<file path="config.mk">
export PLATFORM = sky130hd
export DESIGN_NAME = flash_range_guard
export DESIGN_NICKNAME = d
export VERILOG_FILES = /design/src/rtl/frg_pkg.sv /design/src/rtl/frg_datapath.sv /design/src/rtl/frg_control.sv /design/src/rtl/flash_range_guard.sv
export SDC_FILE = /design/constraint.sdc
export NUM_CORES = 1
export LEC_CHECK = 0
export BUFFER_PORTS_ARGS = -buffer_cell sky130_fd_sc_hd__buf_2
export CAP_MARGIN = 20
export CORE_UTILIZATION = 31
export CTS_CLUSTER_DIAMETER = 120
export DETAILED_ROUTE_END_ITERATION = 8
export SLEW_MARGIN = 20
export SYNTH_ARGS = -nofsm -noshare
export SYNTH_HDL_FRONTEND = slang
export SYNTH_SLANG_ARGS = --single-unit
</file>
<file path="constraint.sdc">
create_clock -name clk -period 2.1 [get_ports clk]
set_clock_uncertainty 0.1 [all_clocks]
set_input_delay 0.105 -clock clk [delete_from_list [all_inputs] [get_ports clk]]
set_output_delay 0.105 -clock clk [all_outputs]
set_load 0.005 [all_outputs]
</file>
<file path="src/rtl/frg_pkg.sv">
`timescale 1ns/1ps
package frg_pkg;
  localparam int REG_W  = 32;
  localparam int LO_LSB = 0;
  localparam int RD_BIT = 15;
  localparam int UP_LSB = 16;
  localparam int WR_BIT = 31;

  typedef struct packed {
    logic load;    // commit cfgWrData into the indexed window
    logic locked;  // window bank is frozen
  } frgStrobe_t;
endpackage

</file>
<file path="src/rtl/frg_datapath.sv">
`timescale 1ns/1ps
module frg_datapath
  import frg_pkg::*;
#(
  parameter int NUM_RANGES = 5,
  parameter int ADDR_W     = 25,
  parameter int PAGE_BITS  = 12,
  parameter int IDX_W      = 3
) (
  input  logic              clk,
  input  logic              rstN,
  input  frgStrobe_t        strobe,
  input  logic [IDX_W-1:0]  wrIdx,
  input  logic [REG_W-1:0]  wrData,
  input  logic [IDX_W-1:0]  rdIdx,
  output logic [REG_W-1:0]  rdData,
  input  logic [ADDR_W-1:0] reqAddr,
  input  logic              reqIsWrite,
  output logic              hitAny
);
  localparam int LIMIT_W = ADDR_W - PAGE_BITS;
  localparam logic [REG_W-1:0] LIMIT_ONES = REG_W'((64'd1 << LIMIT_W) - 64'd1);
  localparam logic [REG_W-1:0] KEEP_MASK  = (LIMIT_ONES << LO_LSB) | (LIMIT_ONES << UP_LSB)
                                          | (REG_W'(1) << RD_BIT) | (REG_W'(1) << WR_BIT);

  logic [REG_W-1:0]   rangeQ [NUM_RANGES];
  logic [NUM_RANGES-1:0] hitRd;
  logic [NUM_RANGES-1:0] hitWr;
  logic [LIMIT_W-1:0] reqPage;

  assign reqPage = reqAddr[ADDR_W-1:PAGE_BITS];

  for (genvar g = 0; g < NUM_RANGES; g++) begin : gRange
    logic [LIMIT_W-1:0] loPage;
    logic [LIMIT_W-1:0] upPage;
    logic               inWin;

    always_ff @(posedge clk or negedge rstN) begin
      if (!rstN) begin
        rangeQ[g] <= '0;
      end else if (strobe.load && wrIdx == IDX_W'(g)) begin
        rangeQ[g] <= wrData & KEEP_MASK;
      end
    end

    assign loPage   = rangeQ[g][LO_LSB +: LIMIT_W];
    assign upPage   = rangeQ[g][UP_LSB +: LIMIT_W];
    assign inWin    = (reqPage >= loPage) && (reqPage <= upPage);
    assign hitRd[g] = rangeQ[g][RD_BIT] & inWin;
    assign hitWr[g] = rangeQ[g][WR_BIT] & inWin;

    // Unstored bits never hold a one.
    assert_reserved_zero_R2: assert property (@(posedge clk) disable iff (!rstN)
      (rangeQ[g] & ~KEEP_MASK) == '0);

    // Once the control reports the lock, the window cannot move.
    assert_frozen_when_locked_R8: assert property (@(posedge clk) disable iff (!rstN)
      strobe.locked |=> $stable(rangeQ[g]));
  end

  assign hitAny = reqIsWrite ? |hitWr : |hitRd;

  always_comb begin
    rdData = '0;
    for (int i = 0; i < NUM_RANGES; i++) begin
      if (rdIdx == IDX_W'(i)) rdData = rangeQ[i];
    end
  end
endmodule

</file>
<file path="src/rtl/frg_control.sv">
`timescale 1ns/1ps
module frg_control
  import frg_pkg::*;
#(
  parameter int NUM_RANGES = 5,
  parameter int IDX_W      = 3
) (
  input  logic             clk,
  input  logic             rstN,
  input  logic             cfgWrEn,
  input  logic [IDX_W-1:0] cfgIdx,
  input  logic             lockSet,
  input  logic             reqValid,
  input  logic             hitAny,
  output frgStrobe_t       strobe,
  output logic             lockState,
  output logic             rspValid,
  output logic             rspGrant,
  output logic             rspViolation
);
  localparam logic [IDX_W-1:0] LAST_IDX = IDX_W'(NUM_RANGES - 1);

  logic lockQ;
  logic validQ, grantQ, violQ;

  always_ff @(posedge clk or negedge rstN) begin
    if (!rstN) lockQ <= 1'b0;
    else if (lockSet) lockQ <= 1'b1;
  end

  always_ff @(posedge clk or negedge rstN) begin
    if (!rstN) begin
      validQ <= 1'b0;
      grantQ <= 1'b0;
      violQ  <= 1'b0;
    end else begin
      validQ <= reqValid;
      grantQ <= reqValid & ~hitAny;
      violQ  <= reqValid & hitAny;
    end
  end

  assign strobe.load   = cfgWrEn && !lockQ && !lockSet && (cfgIdx <= LAST_IDX);
  assign strobe.locked = lockQ;
  assign lockState     = lockQ;
  assign rspValid      = validQ;
  assign rspGrant      = grantQ;
  assign rspViolation  = violQ;

  assert_rsp_follows_req_R7: assert property (@(posedge clk) disable iff (!rstN)
    reqValid |=> rspValid);
  assert_no_spurious_rsp_R7: assert property (@(posedge clk) disable iff (!rstN)
    !reqValid |=> !rspValid);
  assert_one_outcome_R7: assert property (@(posedge clk) disable iff (!rstN)
    rspValid |-> (rspGrant != rspViolation));
  assert_idle_quiet_R7: assert property (@(posedge clk) disable iff (!rstN)
    !rspValid |-> (!rspGrant && !rspViolation));
  assert_lock_sticky_R8: assert property (@(posedge clk) disable iff (!rstN)
    lockState |=> lockState);
  assert_lock_rises_R8: assert property (@(posedge clk) disable iff (!rstN)
    lockSet |=> lockState);
endmodule

</file>
<file path="src/rtl/flash_range_guard.sv">
`timescale 1ns/1ps
module flash_range_guard
  import frg_pkg::*;
#(
  parameter int NUM_RANGES = 5,
  parameter int ADDR_W     = 25,
  parameter int PAGE_BITS  = 12,
  parameter int IDX_W      = $clog2(NUM_RANGES + 1)
) (
  input  logic              clk,
  input  logic              rstN,
  input  logic              cfgWrEn,
  input  logic [IDX_W-1:0]  cfgIdx,
  input  logic [31:0]       cfgWrData,
  input  logic [IDX_W-1:0]  cfgRdIdx,
  output logic [31:0]       cfgRdData,
  input  logic              lockSet,
  output logic              lockState,
  input  logic              reqValid,
  input  logic [ADDR_W-1:0] reqAddr,
  input  logic              reqIsWrite,
  output logic              rspValid,
  output logic              rspGrant,
  output logic              rspViolation
);
  frgStrobe_t strobe;
  logic       hitAny;

  frg_control #(.NUM_RANGES(NUM_RANGES), .IDX_W(IDX_W)) uCtrl (
    .clk(clk), .rstN(rstN), .cfgWrEn(cfgWrEn), .cfgIdx(cfgIdx),
    .lockSet(lockSet), .reqValid(reqValid), .hitAny(hitAny),
    .strobe(strobe), .lockState(lockState), .rspValid(rspValid),
    .rspGrant(rspGrant), .rspViolation(rspViolation)
  );

  frg_datapath #(.NUM_RANGES(NUM_RANGES), .ADDR_W(ADDR_W),
                 .PAGE_BITS(PAGE_BITS), .IDX_W(IDX_W)) uData (
    .clk(clk), .rstN(rstN), .strobe(strobe), .wrIdx(cfgIdx),
    .wrData(cfgWrData), .rdIdx(cfgRdIdx), .rdData(cfgRdData),
    .reqAddr(reqAddr), .reqIsWrite(reqIsWrite), .hitAny(hitAny)
  );
endmodule

</file>
* Word-level counts from Yosys, hierarchy flattened *
Index checks and enable logic that the tools add are counted.

operators by class
  $lt $le $gt $ge = 11
  eq/ne operators = 8
  muxes and demuxes = 6
  bitwise operators = 13
  reductions and logical operators = 19

operator list
  cell                count
  $mux 32             5
  $ge 13x13->1        5
  $le 13x13->1        5
  $logic_and 1x1->1   13
  $and 1x1->1         12
  $eq 3x2->1 const B  4
  $reduce_or 5->1     2
  $eq 3x1->1 const B  2
  $eq 3x3->1 const B  2
  $logic_not 3->1     2
  $le 3x3->1 const B  1
  $logic_not 1->1     2
  $mux 1              1
  $not 1->1           1

word-level totals
  flip-flop bits (word level) = 144
  input bits = 69
  output and inout bits = 36
  logic and storage cells = 66

* Depth between registers and ports, before layout *
  word-level depth = 7
  gate-level depth with buffers = 10
  depth with buffers taken out = 10

* By module *
From an unflattened synthesis, not the netlist that was laid out.

second synthesis, totals
  cells, all modules = 1034
  area total of the unflattened synthesis = 9421.5 sq um

modules (own cells, without submodules)
  module        times used  cells each  area each (sq um)  sequential area each (sq um)
  frg_datapath  1           1023        9282.7             3503.4
  frg_control   1           11          138.9              100.1

* Worst setup path before layout *
No wires, ideal clock.

  kind = register to register
  start point = register uData.rangeQ (netlist bit uData.gRange[2].upPage[12])
  end point = register uCtrl.violQ (netlist: uCtrl.rspViolation)
  library setup time = 0.120 ns
  arrival = 1.937 ns
  data required time = 1.880 ns
  path slack = -0.057 ns
  cell stages (with the launch flop) = 11
  buffers on the path = 0
  clock period less this slack = 2.157 ns
  cell sequence = dfrtp_1 > inv_1 > ha_1 > nand2_2 > nor4_4 > o31ai_1 > a22o_1 > nand3_2 > nand4_1 > a22o_1 > and3_1

on the way
  cells in the longest elaborated chain, start to end = 6
  elaborated cells between the ends (all ways) = 8
  those cells by class = order compare (1); mux (1); bitwise (3); reduce/logical (3)

ends and longest elaborated chain
  item                               line                                    source
  from (decl)                        frg_datapath.sv:26                      logic [REG_W-1:0] rangeQ [NUM_RANGES];
  from (signal, indexed assignment)  frg_datapath.sv:42                      rangeQ[g] <= wrData & KEEP_MASK;
  $le 13x13->1 *                     frg_datapath.sv:48                      assign inWin = (reqPage >= loPage) && (reqPage <= upPage);
  $logic_and 1x1->1 *                frg_datapath.sv:48
  $and 1x1->1 (on tied branches)     frg_datapath.sv:49, frg_datapath.sv:50
  $reduce_or 5->1                    frg_datapath.sv:61                      assign hitAny = reqIsWrite ? |hitWr : |hitRd;
  $mux 1 *                           frg_datapath.sv:61
  $and 1x1->1 *                      frg_control.sv:39                       violQ <= reqValid & hitAny;
  to (signal assigned)               frg_control.sv:39
  to (decl)                          frg_control.sv:24                       logic validQ, grantQ, violQ;

Every way passes the cells marked *; elsewhere a longest branch is shown, timed or not.
A chain may end at the register's enable or synchronous reset.

* Final worst setup path *
  start point = register uData.rangeQ (netlist bit uData.gRange[0].upPage[12])
  end point = register uCtrl.violQ (netlist: uCtrl.rspViolation)

Same word-level chain as after synthesis.

==> impl_metrics.py <==
metrics = {
    "sta": {
        "hold_viol": 0,
        "fin_ws_ns": -0.279,
        "tns_ns": -0.513,
        "fin_crit_sh": 1.13,
        "setup_viol": 2,
        "rsz0062_at_grt": "yes",
        "fin_crit_ns": 2.38,
        "worstMarginPinSlew_ns": 0.589,
        "maxSlewViolCount": 0,
        "max_freq_ghz": 0.420,
        "slew_headroom": 0.607,
    },
    "floorplanning": {
        "die_w_microns": 178,
        "dieArea_sq_um": 31600,
        "pin_count": 105,
        "core_area_sq_um": 30000,
        "start_util": 0.319,
        "rows": 63,
        "fp.dieH_microns": 178,
    },
    "setup_path": {
        "path_max_fanout": 3,
        "startpoint_type": "register",
        "worst_ep_arrival_time_ns": 2.60,
        "worstSetupPathType": "reg2reg",
        "end_kind": "register",
        "crit_required_ns": 2.32,
        "ff2ff_path_depth": 9,
    },
    "synthesis": {
        "synth_cell_types": 48,
        "yosys_warnings": 0,
        "synth_edf_count": 0,
        "syn_inst": 949,
        "netlist_area_sq_um": 9570,
        "ys_ff_latch": 144,
        "syn_avg_cell_area_sq_um": 10.1,
        "yosysSeqAreaShare": 0.376,
        "async_reset_ff_frac": 1.00,
        "synthFlopType": "dfrtp_1",
    },
    "pwr": {
        "power.total_uw": 6950,
        "irDropWorstVdd_uv": 569,
        "leakage_uw": 0.00602,
        "p_per_area_nw_per_um2": 564,
    },
    "outcome": {
        "status": "finished with violations",
        "failed_checks": "setup timing",
    },
    "layout": {
        "area_growth_pct": 28.8,
        "nNetsFinal": 1365,
        "antenna_cells": 0,
        "drive_gt1_frac": 0.327,
        "final_common_cell": "dfrtp_1",
        "final_cell_mix": "dfrtp_1, inv_1, ha_1",
        "finalNonFillerCells": 1569,
    },
    "global_routing": {
        "overflow": 0,
        "grt_usage": 0.195,
        "grt_antenna_before_repair": 1,
        "grt_pass1_wl_microns": 45900,
        "grt_pass1_vias": 8205,
        "grt_start_max_net_pins": 54,
    },
    "placed_design": {
        "gp_congestion": 0.836,
        "placed_cells": 1501,
        "port_buffers": 84,
        "hpwlAfterDp_microns": 21800,
    },
    "route": {
        "drt_drc_violations_left": 0,
        "totalWireLength_microns": 29600,
        "viasPerCell": 5.06,
        "drtIter0Drc": 467,
        "via_count": 7938,
        "dr.pass1.iters": 5,
        "post_drt_wl_per_cell_microns": 18.9,
        "final_antenna_net_count": 0,
    },
    "min_path": {
        "hp-class": "in2async",
    },
    "clock_network": {
        "cts.sink_count": 144,
        "tritoncts": "done",
        "clk_pin_slew_ns": 0.07,
        "numCtsBuffers": 17,
        "clock_latency_ns": 0.44,
        "clockBufferDepth": 2,
        "h-tree-depth": 4,
        "cts_root_buf": "clkbuf_16",
    },
    "job": {
        "cap_viol_max_count": 0,
    },
}
-- per-stage QoR --
step | area (sq um) | hold slack (ns) | utilization | setup slack [ns]
finish | 12300 | 0.106 | 0.411 | -0.279
global route | 12300 | 0.107 | 0.411 | -0.381
floorplan | 9610 | -0.291 | - | 0.00245
CTS | 12300 | 0.0906 | 0.409 | -0.204
detailed placement | 11300 | 0.0194 | 0.377 | -0.282
global placement | 11300 | 0.0173 | 0.377 | -0.270
-- path summary, 6_finish.rpt --
check	slack, ns	to	from
worst max-delay path	-0.28	uCtrl.rspViolation	uData.gRange[0].upPage[12]
worst min-delay path	0.11	uData.gRange[1].upPage[3]	rstN
worst max register to register	-0.28	uCtrl.rspViolation	uData.gRange[0].upPage[12]
worst min register to register	0.39	uCtrl.lockState	uCtrl.lockState
max in group asynchronous	1.17	uData.gRange[0].upPage[11]	rstN
min in group clk	0.11	uCtrl.rspGrant	reqIsWrite
-- final cells by class --
cell class	count	area [sq um]
flip-flops and latches	144	3600
clock buffers	19	453
well taps	390	488
inverters	131	492
multi-input cells	638	5460
clock inverters	13	104
repair buffers	234	1730
fillers	2924	17700
-- per-layer routing --
| layer | share of wire | up-vias | wire length, microns | track usage |
|---|---|---|---|---|
| met5 | 0.00040 | - | 12 | 0 |
| met4 | 0.017 | 2 | 503 | 0.0527 |
| met3 | 0.059 | 36 | 1740 | 0.0441 |
| met2 | 0.46 | 220 | 13600 | 0.314 |
| met1 | 0.46 | 3877 | 13800 | 0.261 |
| li1 | - | 3803 | - | - |
-- state kept, by name, summed over array words and instances, names as in the netlist --
register and flops:
uData.rangeQ 10, uCtrl.rspGrant 1, uCtrl.rspViolation 1, uData.gRange.upPage 65
uData.gRange.loPage 65, uCtrl.lockState 1, uCtrl.rspValid 1
-- repair_timing --
| action | 4_1_cts | 5_1_grt |
|---|---|---|
| buffers inserted | 3 | 2 |
| setup endpoints to repair | 2 | 2 |
| hold buffers | 31 | 0 |
| endpoints found under the hold margin | 236 | 0 |
| pin swaps | 8 | 8 |
| gates resized for setup | 12 | 5 |
-- critical path, stage by stage (launching register included) --
cell      delay [ns]
dfrtp_1         0.38
inv_2           0.06
ha_4            0.26
nand4_1         0.21
a311oi_2        0.36
o41ai_2         0.15
a31oi_1         0.20
nand4_1         0.12
a22o_1          0.27
and3_1          0.15
-- power breakdown --
part | leakage, uW | switching (uW) | internal (uW)
logic | 0.00389 | 629 | 509
clock network | 0.000259 | 1340 | 1590
registers | 0.00187 | 46.7 | 2840
-- cells in the mapped netlist (4+ instances only) --
master    instances  share of area
dfrtp_1         144           0.38
inv_1           131          0.051
ha_1            130           0.17
mux2_2          116           0.14
a21oi_1          60          0.031
nor2_1           44          0.017
nand2_1          43          0.017
o21ai_0          43          0.022
clkbuf_1         27          0.011
nand3_1          23          0.012
a22oi_1          22          0.017
mux2i_1          22          0.023
o22ai_1          22          0.014
nand4_1          21          0.014
a21o_1           14          0.011
buf_2             8         0.0042
mux4_2            6          0.014
nor2b_1           6         0.0039
a211oi_1          5         0.0039
o21ai_1           5         0.0026
o31ai_1           5         0.0039
and3_1            4         0.0026
buf_4             4         0.0031
nand2b_1          4         0.0026
nor3_1            4         0.0021
-- cells by family (layout without fill, tap and decap cells) --
| kind of cell | count (synthesis) | count (layout) | synth area share |
|---|---|---|---|
| AOI/OAI and AO/OA | 201 | 201 | 0.130 |
| muxes | 144 | 144 | 0.174 |
| and+or+nand+nor | 159 | 159 | 0.0808 |
| DFF | 144 | 144 | 0.376 |
| other | 1 | 4 | 0.000392 |
| adders and majority gates | 130 | 130 | 0.170 |
| buffers and inverters | 170 | 397 | 0.0693 |
Note: power is estimated with default switching activity, not from simulation.
